--- src/rtl/tcfg_pkg.sv ---
// Package: shared constants and types for the timer configuration bank.
// Assumes word addressing and a 32-bit data path.
package tcfg_pkg;
    localparam int unsigned NREG       = 6;
    localparam int unsigned A_CTRL     = 0;
    localparam int unsigned A_DRIVE    = 1;
    localparam int unsigned A_WAVE     = 2;
    localparam int unsigned A_EVENT    = 3;
    localparam int unsigned A_CBSET    = 4;
    localparam int unsigned A_CBCLR    = 5;

    localparam int unsigned B_SWRST    = 0;
    localparam int unsigned B_EN       = 1;
    localparam int unsigned B_MODE     = 2;
    localparam int unsigned B_PRESC    = 4;
    localparam int unsigned B_SYNC     = 8;
    localparam int unsigned B_CAPT     = 16;

    typedef enum logic [1:0] {
        MODE_16  = 2'd0,
        MODE_8   = 2'd1,
        MODE_32  = 2'd2,
        MODE_BAD = 2'd3
    } cnt_mode_e;
endpackage

--- src/rtl/tcfg_wr_decode.sv ---
// Module: write decoder. Turns address and byte strobes into per-word
// hits, a 32-bit bit mask, the soft-reset request and the lock state.
// Assumes the enable value given is the one held before this write.
module tcfg_wr_decode
    import tcfg_pkg::*;
#(
    parameter int unsigned ADDR_W = 4
) (
    input  logic              wr_en,
    input  logic [ADDR_W-1:0] addr,
    input  logic [3:0]        be,
    input  logic [31:0]       wdata,
    input  logic              enable_q,
    output logic [NREG-1:0]   hit,
    output logic [31:0]       bmask,
    output logic              swrst_req,
    output logic              prot_open
);
    // Per-word address hit for a write
    for (genvar gi = 0; gi < NREG; gi++) begin : g_hit
        assign hit[gi] = wr_en && (addr == ADDR_W'(gi));
    end

    // Byte strobe expansion to a bit mask
    for (genvar gb = 0; gb < 4; gb++) begin : g_mask
        assign bmask[gb*8 +: 8] = {8{be[gb]}};
    end

    // Soft reset needs byte 0 and bit 0 of a control write
    assign swrst_req = hit[A_CTRL] && be[0] && wdata[B_SWRST];

    // Locked fields open only while the prior enable is 0
    assign prot_open = !enable_q;
endmodule

--- src/rtl/tcfg_prot_reg.sv ---
// Module: lockable configuration word. Stores only the bits in WMASK,
// updates strobed bits on an accepted write, returns to RESET on clear.
// Assumes the caller folds the lock decision into we.
module tcfg_prot_reg #(
    parameter logic [31:0] WMASK = 32'h0000_00FF,
    parameter logic [31:0] RESET = 32'h0000_0000
) (
    input  logic        clk,
    input  logic        rst_n,
    input  logic        clr,
    input  logic        we,
    input  logic [31:0] bmask,
    input  logic [31:0] wdata,
    output logic [31:0] q
);
    localparam logic [31:0] RST_M = RESET & WMASK;
    logic [31:0] upd;

    // Bits this write may change
    assign upd = bmask & WMASK;

    // Storage with reset, clear and masked write
    always_ff @(posedge clk) begin
        if (!rst_n)  q <= RST_M;
        else if (clr) q <= RST_M;
        else if (we)  q <= (q & ~upd) | (wdata & upd);
    end
endmodule

--- src/rtl/tcfg_mode_reg.sv ---
// Module: counter-width field. Takes a new code only when it is legal.
// Assumes the caller gates we with the lock and the byte-0 strobe.
module tcfg_mode_reg
    import tcfg_pkg::*;
(
    input  logic       clk,
    input  logic       rst_n,
    input  logic       clr,
    input  logic       we,
    input  logic [1:0] wcode,
    output cnt_mode_e  mode
);
    logic legal;

    // Code 3 is not a width and is refused
    assign legal = (wcode != MODE_BAD);

    // Mode storage, default 16-bit
    always_ff @(posedge clk) begin
        if (!rst_n)            mode <= MODE_16;
        else if (clr)          mode <= MODE_16;
        else if (we && legal)  mode <= cnt_mode_e'(wcode);
    end
endmodule

--- src/rtl/tcfg_setclr_reg.sv ---
// Module: bits driven through a set address and a clear address.
// Assumes only one of set_we and clr_we is high in any cycle.
module tcfg_setclr_reg #(
    parameter int unsigned NB = 2
) (
    input  logic          clk,
    input  logic          rst_n,
    input  logic          clr,
    input  logic          set_we,
    input  logic          clr_we,
    input  logic [NB-1:0] bits_in,
    output logic [NB-1:0] q
);
    logic [NB-1:0] set_m;
    logic [NB-1:0] clr_m;

    // Ones in the written data select which bits move
    assign set_m = set_we ? bits_in : '0;
    assign clr_m = clr_we ? bits_in : '0;

    // Bit storage with set and clear
    always_ff @(posedge clk) begin
        if (!rst_n)    q <= '0;
        else if (clr)  q <= '0;
        else           q <= (q | set_m) & ~clr_m;
    end
endmodule

--- src/rtl/tcfg_rd_mux.sv ---
// Module: registered read port. Selects the addressed word on rd_en and
// returns 0 for unmapped addresses. Holds its output when idle.
module tcfg_rd_mux #(
    parameter int unsigned ADDR_W = 4,
    parameter int unsigned NW     = 6
) (
    input  logic                 clk,
    input  logic                 rst_n,
    input  logic                 rd_en,
    input  logic [ADDR_W-1:0]    addr,
    input  logic [NW-1:0][31:0]  words,
    output logic [31:0]          rdata
);
    logic [31:0] sel;

    // Word select, zero outside the map
    always_comb begin
        sel = '0;
        for (int i = 0; i < NW; i++) begin
            if (addr == ADDR_W'(i)) sel = words[i];
        end
    end

    // Read data register
    always_ff @(posedge clk) begin
        if (!rst_n)     rdata <= '0;
        else if (rd_en) rdata <= sel;
    end
endmodule

--- src/rtl/tcfg_bank.sv ---
// Module: configuration bank top. Holds the control, drive, waveform and
// event words plus the one-shot/direction pair, applies the write lock
// and soft reset, and drives the live configuration outputs.
// Assumes NCH <= 8 and PW <= 4 so the fields stay in their byte slots.
module tcfg_bank
    import tcfg_pkg::*;
#(
    parameter int unsigned NCH    = 2,
    parameter int unsigned PW     = 3,
    parameter int unsigned ADDR_W = 4
) (
    input  logic              clk,
    input  logic              rst_n,
    input  logic              wr_en,
    input  logic              rd_en,
    input  logic [ADDR_W-1:0] addr,
    input  logic [3:0]        be,
    input  logic [31:0]       wdata,
    output logic [31:0]       rdata,
    output logic              cfg_enable,
    output logic [1:0]        cfg_mode,
    output logic [PW-1:0]     cfg_presc,
    output logic [1:0]        cfg_presync,
    output logic [NCH-1:0]    cfg_capten,
    output logic [NCH-1:0]    cfg_inven,
    output logic [1:0]        cfg_wavegen,
    output logic [2:0]        cfg_evact,
    output logic              cfg_evin_en,
    output logic              cfg_evout_en,
    output logic              cfg_oneshot,
    output logic              cfg_dir
);
    localparam logic [31:0] M_PRESC = 32'(((64'd1 << PW) - 1) << B_PRESC);
    localparam logic [31:0] M_SYNC  = 32'(64'd3 << B_SYNC);
    localparam logic [31:0] M_CAPT  = 32'(((64'd1 << NCH) - 1) << B_CAPT);
    localparam logic [31:0] M_CTRL  = M_PRESC | M_SYNC | M_CAPT;
    localparam logic [31:0] M_DRIVE = 32'((64'd1 << NCH) - 1);
    localparam logic [31:0] M_WAVE  = 32'h0000_0003;
    localparam logic [31:0] M_EVENT = 32'h0000_0037;

    logic [NREG-1:0]       hit;
    logic [31:0]           bmask;
    logic                  swrst;
    logic                  prot_open;
    logic                  en_q;
    cnt_mode_e             mode_q;
    logic [31:0]           ctrl_q, drive_q, wave_q, event_q;
    logic [1:0]            cb_q;
    logic [NREG-1:0][31:0] words;

    tcfg_wr_decode #(.ADDR_W(ADDR_W)) u_dec (
        .wr_en(wr_en), .addr(addr), .be(be), .wdata(wdata),
        .enable_q(en_q), .hit(hit), .bmask(bmask),
        .swrst_req(swrst), .prot_open(prot_open)
    );

    // Enable bit: never locked, cleared by soft reset
    always_ff @(posedge clk) begin
        if (!rst_n)                   en_q <= 1'b0;
        else if (swrst)               en_q <= 1'b0;
        else if (hit[A_CTRL] && be[0]) en_q <= wdata[B_EN];
    end

    tcfg_mode_reg u_mode (
        .clk(clk), .rst_n(rst_n), .clr(swrst),
        .we(hit[A_CTRL] && prot_open && be[0]),
        .wcode(wdata[B_MODE +: 2]), .mode(mode_q)
    );

    tcfg_prot_reg #(.WMASK(M_CTRL)) u_ctrl (
        .clk(clk), .rst_n(rst_n), .clr(swrst),
        .we(hit[A_CTRL] && prot_open), .bmask(bmask), .wdata(wdata), .q(ctrl_q)
    );

    tcfg_prot_reg #(.WMASK(M_DRIVE)) u_drive (
        .clk(clk), .rst_n(rst_n), .clr(swrst),
        .we(hit[A_DRIVE] && prot_open), .bmask(bmask), .wdata(wdata), .q(drive_q)
    );

    tcfg_prot_reg #(.WMASK(M_WAVE)) u_wave (
        .clk(clk), .rst_n(rst_n), .clr(swrst),
        .we(hit[A_WAVE] && prot_open), .bmask(bmask), .wdata(wdata), .q(wave_q)
    );

    tcfg_prot_reg #(.WMASK(M_EVENT)) u_event (
        .clk(clk), .rst_n(rst_n), .clr(swrst),
        .we(hit[A_EVENT] && prot_open), .bmask(bmask), .wdata(wdata), .q(event_q)
    );

    tcfg_setclr_reg #(.NB(2)) u_cb (
        .clk(clk), .rst_n(rst_n), .clr(swrst),
        .set_we(hit[A_CBSET] && be[0]), .clr_we(hit[A_CBCLR] && be[0]),
        .bits_in(wdata[1:0]), .q(cb_q)
    );

    // Read-back words; soft-reset bit always reads 0
    always_comb begin
        words          = '0;
        words[A_CTRL]  = ctrl_q | (32'(mode_q) << B_MODE) | (32'(en_q) << B_EN);
        words[A_DRIVE] = drive_q;
        words[A_WAVE]  = wave_q;
        words[A_EVENT] = event_q;
        words[A_CBSET] = {30'd0, cb_q};
        words[A_CBCLR] = {30'd0, cb_q};
    end

    tcfg_rd_mux #(.ADDR_W(ADDR_W), .NW(NREG)) u_rd (
        .clk(clk), .rst_n(rst_n), .rd_en(rd_en), .addr(addr),
        .words(words), .rdata(rdata)
    );

    // Live configuration to the counter core
    assign cfg_enable   = en_q;
    assign cfg_mode     = mode_q;
    assign cfg_presc    = ctrl_q[B_PRESC +: PW];
    assign cfg_presync  = ctrl_q[B_SYNC +: 2];
    assign cfg_capten   = ctrl_q[B_CAPT +: NCH];
    assign cfg_inven    = drive_q[NCH-1:0];
    assign cfg_wavegen  = wave_q[1:0];
    assign cfg_evact    = event_q[2:0];
    assign cfg_evin_en  = event_q[4];
    assign cfg_evout_en = event_q[5];
    assign cfg_oneshot  = cb_q[0];
    assign cfg_dir      = cb_q[1];
endmodule

--- config.mk ---
export PLATFORM = sky130hd
export DESIGN_NAME = tcfg_bank
export DESIGN_NICKNAME = d
export VERILOG_FILES = /design/src/rtl/tcfg_pkg.sv /design/src/rtl/tcfg_wr_decode.sv /design/src/rtl/tcfg_prot_reg.sv /design/src/rtl/tcfg_mode_reg.sv /design/src/rtl/tcfg_setclr_reg.sv /design/src/rtl/tcfg_rd_mux.sv /design/src/rtl/tcfg_bank.sv
export SDC_FILE = /design/constraint.sdc
export NUM_CORES = 1
export LEC_CHECK = 0
export ABC_CLOCK_PERIOD_IN_PS = 3810
export BUFFER_PORTS_ARGS = -buffer_cell sky130_fd_sc_hd__buf_2
export CAP_MARGIN = 20
export CORE_MARGIN = 3
export CORE_UTILIZATION = 49
export CTS_BUF_LIST = sky130_fd_sc_hd__clkbuf_2
export CTS_CLUSTER_SIZE = 20
export DETAILED_ROUTE_END_ITERATION = 12
export GPL_TIMING_DRIVEN = 0
export PLACE_DENSITY = 0.95
export SYNTH_ARGS = -nofsm -noshare
export SYNTH_HDL_FRONTEND = slang
export SYNTH_SLANG_ARGS = --single-unit
export TNS_END_PERCENT = 50
--- constraint.sdc ---
create_clock -name clk -period 3.81 [get_ports clk]
set_input_delay 0.762 -clock clk [delete_from_list [all_inputs] [get_ports clk]]
set_output_delay 0.762 -clock clk [all_outputs]
set_load 0.02 [all_outputs]
==> flow_summary.toml, run 1 <==
[outcome]
status = "completed"

[detailed_routing]
viasPerCell = 5.21
routed_wl_mm = 4.23
routed-via-count = 1653
wire_per_inst_um = 13.3
drc_errors = 0
dr.pass1.iters = 4
drtIter0Drc = 61
postRouteAntennaNets = 0

[critical_path]
criticalPathCategory = "reg -> out"
crit_chain = "buf_2"
slowest_stage = "dfxtp_1"
cp.required_ns = 3.05
r2r-start = "cfg_enable"
path_buf_inv = 1
cp-start-kind = "flop"
cp_slowest_stage_delay_ns = 0.47
endpoint_kind = "output pin"
crit_fanout = 8
r2r_setup_slack_ns = 2.34
r2r_cells = 5
path_delay_family = "flip-flops"
cp.arrival_ns = 1.05
startpoint = "cfg_enable"

[global_routing]
grt_overflow = 0
antenna_found_initial = 0
grt_first_pass_wirelength_mm = 6.97
grt_max_degree = 12
grtUsageTotal_pct = 21.2
first_global_vias = 1524

[logic_synthesis]
yosys.cell_types.count = 35
yosys_warnings = 0
yosysSeqAreaShare_pct = 37.1
synthesis.area_um2 = 1730
netlist_instances = 195
synth_seq_cells = 32
synth_area_leaders = "dfxtp_1 (37%), buf_4 (9.1%), o21ai_0 (5.8%), nand3_1 (4.9%), a21oi_1 (4.3%)"
synth_top_area_cell = "dfxtp_1"
yosysTopAreaCellShare_pct = 37.1
syn_avg_cell_area_um2 = 8.86

[worst_hold_path]
worstHoldStart = "u_rd.rdata[8]"
min_to = "u_rd.rdata[8]"
hold_class = "reg -> reg"
whs_path_depth = 2

[sta]
slew_violations = 0
slew_headroom_pct = 59.0
worst_hold_slack_ns = 0.486
finalSetupTns_ns = 0
rsz0062_at_grt = "false"
fin_crit_ns = 1.81
final_hold_viol_count = 0
max_freq_ghz = 0.551
setup_viol = 0
clock-skew-final_ns = 0.0125
worst_slew_pin_slew_ns = 0.613
period_share_pct = 47.6

[final_layout]
multi_input_area_um2 = 897
ff_latch_area_um2 = 641
final_layout_size_suffix_gt1_share_pct = 36.3
final_common_cell = "buf_2"
final_area_um2 = 2180
num-fill-cells = 302
layout.nets = 316
layout_common_cells = "buf_2 (55), dfxtp_1 (32), buf_4 (21), conb_1 (21), o21ai_0 (20)"
diodes = 0
area_growth_pct = 25.9

[die]
die_h_um = 65.4
row_count = 20
die_w_um = 65.4
die-area_um2 = 4280
initial_utilization_pct = 53.9
core-area_um2 = 3200
ios = 97

[flow_run]
maxCapViolCount = 0

[clock_network]
h-tree-depth = 2
clock_path_buffers = 2
cts-root-buf = "clkbuf_2"
clk_latency_ns = 0.38
holdBufCountCts = 0
cts_tree = "yes"
cts_num_sinks = 32
cts_buffers = 5
ctsResizeCount = 0
clkSlewWorstSetupHoldPaths_ns = 0.17
post-cts-setup-buffer-count = 0

[pwr]
ir_drop_mv = 0.196
p_leak_nw = 0.961
powerDensity_nw_per_um2 = 311

[place]
place_area_um2 = 2110
port_buffers = 50
finalWeightedCongestion = 0.912
dp_hpwl_mm = 3.28
==> metal layers <==
metal	up-vias	share of wire (%)	track usage, %
met5	-	0	0
met4	0	0.99	10.4
met3	5	9.2	6.67
met2	79	48	33.5
met1	747	41	26.0
li1	822	-	-
==> through the flow <==
| stage | setup slack [ns] | power, mW | std cells | utilization (%) |
|---|---|---|---|---|
| detailed placement | 1.66 | 0.452 | 309 | 65.8 |
| global placement | 1.67 | 0.451 | 309 | 65.8 |
| CTS | 1.98 | 0.680 | 317 | 67.9 |
| floorplan | 1.76 | 0.426 | 215 | - |
| global route | 1.88 | 0.708 | 317 | 67.9 |
| finish | 2.00 | 0.676 | 317 | 67.9 |
==> kinds of logic after synthesis <==
family                 count (synthesis)  synth area share (%)
AO/OA/AOI/OAI                         61                  22.6
AND/OR/NAND/NOR                       59                  22.6
buffers and inverters                 40                  15.4
flip-flops                            32                  37.1
multiplexers                           2                  2.17
other                                  1                 0.217
==> worst max-delay path by stage <==
stage	end	slack, ns	cells after the start
6_report	cfg_enable	2.00	1
3_5_place_dp	flop	1.66	5
5_1_grt	cfg_enable	1.88	1
3_3_place_gp	u_cb.q[1]	1.67	6
2_1_floorplan	u_cb.q[1]	1.76	6
4_1_cts	cfg_enable	1.98	1
==> cells in the mapped netlist <==
master,count
a21boi_0,9
a21oi_1,15
a21oi_2,5
a22oi_1,1
a311oi_1,4
a31oi_1,3
a32oi_1,1
and3_1,5
and3b_1,1
and4bb_2,1
buf_2,5
buf_4,21
buf_6,4
clkbuf_1,8
conb_1,1
dfxtp_1,32
inv_1,2
mux2_2,1
mux4_1,1
nand2_1,2
nand2b_1,10
nand3_1,17
nand3b_1,3
nand4_1,7
nor2_1,1
nor2b_1,2
nor3b_1,5
nor4_4,1
nor4b_1,1
o21ai_0,20
o21ai_4,1
o41ai_1,2
or4_4,1
or4b_2,1
or4bb_1,1
==> where the power goes <==
part | switching [mW] | total (mW) | internal [mW]
Combinational | 0.0655 | 0.107 | 0.0417
Clock | 0.120 | 0.230 | 0.110
Sequential | 0.00178 | 0.340 | 0.338
==> layout make-up <==
type,count,area share (%)
plain buffers,38,11.8
clock buffers,5,1.15
clock inverters,3,1.96
inverters,2,0.345
multi-input cells,143,41.2
flip-flops and latches,32,29.4
well taps,44,2.53
repair buffers,50,11.5
Power figures use the tool's default switching activity.
==> inputs of run 2 (changes only) <==
--- a/config.mk
+++ b/config.mk
@@ -5,16 +5,17 @@
 export SDC_FILE = /design/constraint.sdc
 export NUM_CORES = 1
 export LEC_CHECK = 0
-export ABC_CLOCK_PERIOD_IN_PS = 3810
+export ABC_AREA = 1
+export ABC_CLOCK_PERIOD_IN_PS = 1540
 export BUFFER_PORTS_ARGS = -buffer_cell sky130_fd_sc_hd__buf_2
 export CAP_MARGIN = 20
 export CORE_MARGIN = 3
-export CORE_UTILIZATION = 49
+export CORE_UTILIZATION = 40
 export CTS_BUF_LIST = sky130_fd_sc_hd__clkbuf_2
 export CTS_CLUSTER_SIZE = 20
 export DETAILED_ROUTE_END_ITERATION = 12
 export GPL_TIMING_DRIVEN = 0
-export PLACE_DENSITY = 0.95
+export PLACE_DENSITY = 0.87
 export SYNTH_ARGS = -nofsm -noshare
 export SYNTH_HDL_FRONTEND = slang
 export SYNTH_SLANG_ARGS = --single-unit
==> constraint.sdc (replaced) <==
create_clock -name clk -period 1.54 [get_ports clk]
set_input_delay 0.308 -clock clk [delete_from_list [all_inputs] [get_ports clk]]
set_output_delay 0.308 -clock clk [all_outputs]
set_load 0.02 [all_outputs]
==> flow_summary.toml, run 2 <==
[sta]
finalSetupTns_ns = 0
clock-skew-final_ns = 0.0234
slew_violations = 0
fin_crit_ns = 1.31
period_share_pct = 85.1
setup_viol = 0
max_freq_ghz = 0.763
rsz0062_at_grt = "false"
final_hold_viol_count = 0

[clock_network]
cts_tree = "yes"
ctsResizeCount = 0
clkSlewWorstSetupHoldPaths_ns = 0.17
holdBufCountCts = 0
clk_latency_ns = 0.38
clock_path_buffers = 2
cts_buffers = 5
cts-root-buf = "clkbuf_2"
post-cts-setup-buffer-count = 0
h-tree-depth = 2
cts_num_sinks = 32

[logic_synthesis]
synth-main-ff-cell = "dfxtp_1"
yosysTopAreaCellShare_pct = 40.7
yosysMostFrequentCell = "nand2_1"
synth_area_leaders = "dfxtp_1 (41%), nand2_1 (17%), buf_4 (10%), a21oi_1 (9.5%), nand3_1 (3.8%)"
synthTopCellsByCount = "nand2_1 (70), dfxtp_1 (32), a21oi_1 (30)"
synth-edff-count = 0
async_flop_share_pct = 0
syn_avg_cell_area_um2 = 7.15
yosys_warnings = 0
yosys.cell_types.count = 24
synthesis.area_um2 = 1570
netlist_instances = 220
synth_top_area_cell = "dfxtp_1"
yosysSeqAreaShare_pct = 40.7
synth_seq_cells = 32

[final_layout]
layout.nets = 344
final_common_cell = "nand2_1"
final_area_um2 = 2010
final_layout_size_suffix_gt1_share_pct = 32.2
area_growth_pct = 27.9
layout_common_cells = "nand2_1 (70), buf_2 (54), dfxtp_1 (32)"
utilization_pct = 54.1
diodes = 0

[detailed_routing]
drc_errors = 0
wire_per_inst_um = 10.7
routed-via-count = 1554
postRouteAntennaNets = 0
routed_wl_mm = 3.73
dr.pass1.iters = 4
viasPerCell = 4.45
drtIter0Drc = 36

[global_routing]
first_global_vias = 1327
grtUsageMet3_pct = 4.54
antenna_found_initial = 0
use_met2_pct = 26.7
grt_first_pass_wirelength_mm = 5.77
grt_use_met1_pct = 19.4
grtUsageTotal_pct = 16.3
busiest_layer = "met2"
grt_overflow = 0
grt_max_degree = 11

[die]
die-area_um2 = 4720
die_h_um = 68.7
row_count = 22
ios = 97
die_w_um = 68.7
initial_utilization_pct = 42.3
core-area_um2 = 3720

[flow_run]
maxCapViolCount = 0

[place]
port_buffers = 53
place_area_um2 = 1970
dp_hpwl_mm = 3.06
finalWeightedCongestion = 0.851

[critical_path]
slowest_stage = "dfxtp_1"
cp-start-kind = "flop"
cp.arrival_ns = 1.00
cp_slowest_stage_delay_ns = 0.43
criticalPathCategory = "reg -> out"
crit_fanout = 5
crit_chain = "buf_2"
path_delay_family = "flip-flops"
cp.required_ns = 1.23
path_buf_inv = 1
endpoint_kind = "output pin"

[outcome]
status = "completed"

[pwr]
powerDensity_nw_per_um2 = 725
ir_drop_mv = 0.436
p_leak_nw = 1.02

[worst_hold_path]
hold_class = "in -> reg"
-- run 2: final timing paths --
path                       from             to  slack (ns)  cells past startpoint
hold reg to reg   u_rd.rdata[9]  u_rd.rdata[9]        0.47                      2
hold / removal         wdata[5]           flop        0.17                      3
setup / recovery     cfg_enable     cfg_enable        0.23                      1
setup reg to reg     cfg_enable           flop        0.35                      5
-- run 2: cells by family (layout without fill, tap and decap cells) --
group | Yosys count | count (layout) | share of synthesized area (%)
and+or+nand+nor | 111 | 111 | 32.1
buffers and inverters | 40 | 101 | 15.1
other | 1 | 21 | 0.238
AOI/OAI and AO/OA | 36 | 36 | 11.8
DFF | 32 | 32 | 40.7
-- run 2: area by class of cell --
class | instances | area, µm²
Sequential cell | 32 | 641
Fill cell | 386 | 1700
Buffer | 24 | 178
Tap cell | 48 | 60.1
Clock inverter | 3 | 13.8
Inverter | 16 | 60.1
Clock buffer | 5 | 25.0
Timing Repair Buffer | 53 | 265
Multi-Input combinational cell | 168 | 769
-- run 2: per-stage QoR --
step	hold slack [ns]	total power, mW	instances	worst slack [ns]
after detailed placement	0.453	1.08	341	0.157
after CTS	0.158	1.47	349	0.220
after floorplan	0.446	1.01	240	0.436
final	0.169	1.46	349	0.230
after global routing	0.161	1.52	349	0.180
after global placement	0.450	1.08	341	0.185
-- run 2: power by group --
group / leakage [nW] / internal, mW / switching [mW]
Clock: 0.0302 / 0.102 / 0.290
Sequential: 0.258 / 0.835 / 0.00417
Combinational: 0.732 / 0.0823 / 0.145
-- run 2: routing by layer --
layer	share of wire, %	up-vias
li1	-	822
met1	41	663
met2	47	57
met5	0	-
met4	2.9	0
met3	9.0	12
-- run 2: worst reg2reg max path: stages, from the launching register on --
cell and delay [ns]:
dfxtp_1 0.38, inv_1 0.11, nand2_2 0.10, nor2_1 0.28, nand2_1 0.10, a21oi_1 0.16
==> inputs of run 3 (changes only) <==
--- a/config.mk
+++ b/config.mk
@@ -9,7 +9,7 @@
 export ABC_CLOCK_PERIOD_IN_PS = 1540
 export BUFFER_PORTS_ARGS = -buffer_cell sky130_fd_sc_hd__buf_2
 export CAP_MARGIN = 20
-export CORE_MARGIN = 3
+export CORE_MARGIN = 8
 export CORE_UTILIZATION = 40
 export CTS_BUF_LIST = sky130_fd_sc_hd__clkbuf_2
 export CTS_CLUSTER_SIZE = 20
==> flow_summary.toml, run 3 (same netlist as run 2, synthesis figures left out) <==
[place]
dp_hpwl_mm = 3.39
port_buffers = 53
finalWeightedCongestion = 0.883

[detailed_routing]
viasPerCell = 4.44
wire_per_inst_um = 12.1
postRouteAntennaNets = 0
routed-via-count = 1549
routed_wl_mm = 4.22
drtIter0Drc = 124
drc_errors = 0
dr.pass1.iters = 4

[final_layout]
layout.nets = 344
layout_common_cells = "nand2_1 (70), buf_2 (54), dfxtp_1 (32)"
final_layout_size_suffix_gt1_share_pct = 32.6
diodes = 0
area_growth_pct = 29.6
final_common_cell = "nand2_1"

[outcome]
status = "completed"

[pwr]
p_leak_nw = 1.03
powerDensity_nw_per_um2 = 806
ir_drop_mv = 0.474
p_total_mw = 1.64

[clock_network]
cts-root-buf = "clkbuf_2"
cts_buffers = 5
clkSlewWorstSetupHoldPaths_ns = 0.17
holdBufCountCts = 0
ctsResizeCount = 0
clock_path_buffers = 2
h-tree-depth = 2
cts_num_sinks = 32
post-cts-setup-buffer-count = 0
clk_latency_ns = 0.37
cts_tree = "yes"

[die]
die-area_um2 = 6190
die_w_um = 78.7
core-area_um2 = 3720
initial_utilization_pct = 42.3
die_h_um = 78.7
row_count = 22
ios = 97

[critical_path]
cp.required_ns = 1.23
endpoint_kind = "output pin"
path_buf_inv = 1
path_delay_family = "flip-flops"
cp.arrival_ns = 1.00
cp_slowest_stage_delay_ns = 0.43
crit_fanout = 5
crit_chain = "buf_2"
criticalPathCategory = "reg -> out"
cp-start-kind = "flop"
r2r_setup_slack_ns = 0.39
slowest_stage = "dfxtp_1"
r2r_cells = 5
r2r-start = "cfg_enable"

[sta]
setup_viol = 0
slew_violations = 0
clock-skew-final_ns = 0.0147
max_freq_ghz = 0.767
period_share_pct = 84.7
rsz0062_at_grt = "false"
final_hold_viol_count = 0
fin_crit_ns = 1.30
finalSetupTns_ns = 0

[global_routing]
antenna_found_initial = 0
grtUsageTotal_pct = 13.6
grt_max_degree = 11
grt_overflow = 0
grt_first_pass_wirelength_mm = 6.76
first_global_vias = 1511

[worst_hold_path]
worstHoldStart = "wdata[6]"
hold_class = "in -> reg"
whs_path_depth = 3

[flow_run]
maxCapViolCount = 0
run 3: cell count changes in the layout (fill, tap and decap cells not counted):
cell       previous run  this run
bufinv_16             0         1
clkbuf_2              5         6
clkinv_1              2         1
clkinv_2              2         1
run 3: power by group:
part / internal (mW) / leakage [nW] / switching (mW) / total (mW)
clock network: 0.280 / 0.0430 / 0.294 / 0.574
registers: 0.835 / 0.258 / 0.00450 / 0.840
logic: 0.0823 / 0.732 / 0.147 / 0.229
total: 1.20 / 1.03 / 0.445 / 1.64
run 3: worst max path at each step:
stage,slack [ns],depth (start not counted),from,to
2_1_floorplan,0.44,9,addr[2],u_cb.q[0]
3_5_place_dp,0.15,8,addr[2],cfg_enable
5_1_grt,0.18,1,cfg_enable,cfg_enable
6_report,0.24,1,cfg_enable,cfg_enable
3_3_place_gp,0.19,8,addr[2],cfg_enable
4_1_cts,0.24,1,cfg_enable,cfg_enable
run 3: through the flow:
| step | cells | hold WS (ns) | util (%) | setup slack, ns | area (µm²) |
|---|---|---|---|---|---|
| final | 349 | 0.155 | 54.8 | 0.236 | 2040 |
| after global routing | 349 | 0.141 | 54.8 | 0.182 | 2040 |
| after CTS | 349 | 0.131 | 54.8 | 0.237 | 2040 |
| after detailed placement | 341 | 0.454 | 53.1 | 0.147 | 1970 |
| after global placement | 341 | 0.451 | 53.1 | 0.188 | 1970 |
| after floorplan | 240 | 0.446 | - | 0.436 | 1650 |
run 3: area by class of cell:
cell class	instances	area, µm²
tap	48	60.1
fill	402	1680
clock inverter	2	35.0
timing repair buffer	53	265
multi-input combinational	168	769
clock buffer	6	30.0
sequential	32	641
buffer	24	178
inverter	16	60.1
run 3: per-layer routing:
| layer | global-route usage, % | wire length (µm) | up-vias |
|---|---|---|---|
| met5 | 0 | 0 | - |
| met1 | 13.7 | 1660 | 670 |
| li1 | - | - | 817 |
| met4 | 7.78 | 86 | 0 |
| met3 | 5.97 | 420 | 11 |
| met2 | 22.9 | 2050 | 51 |
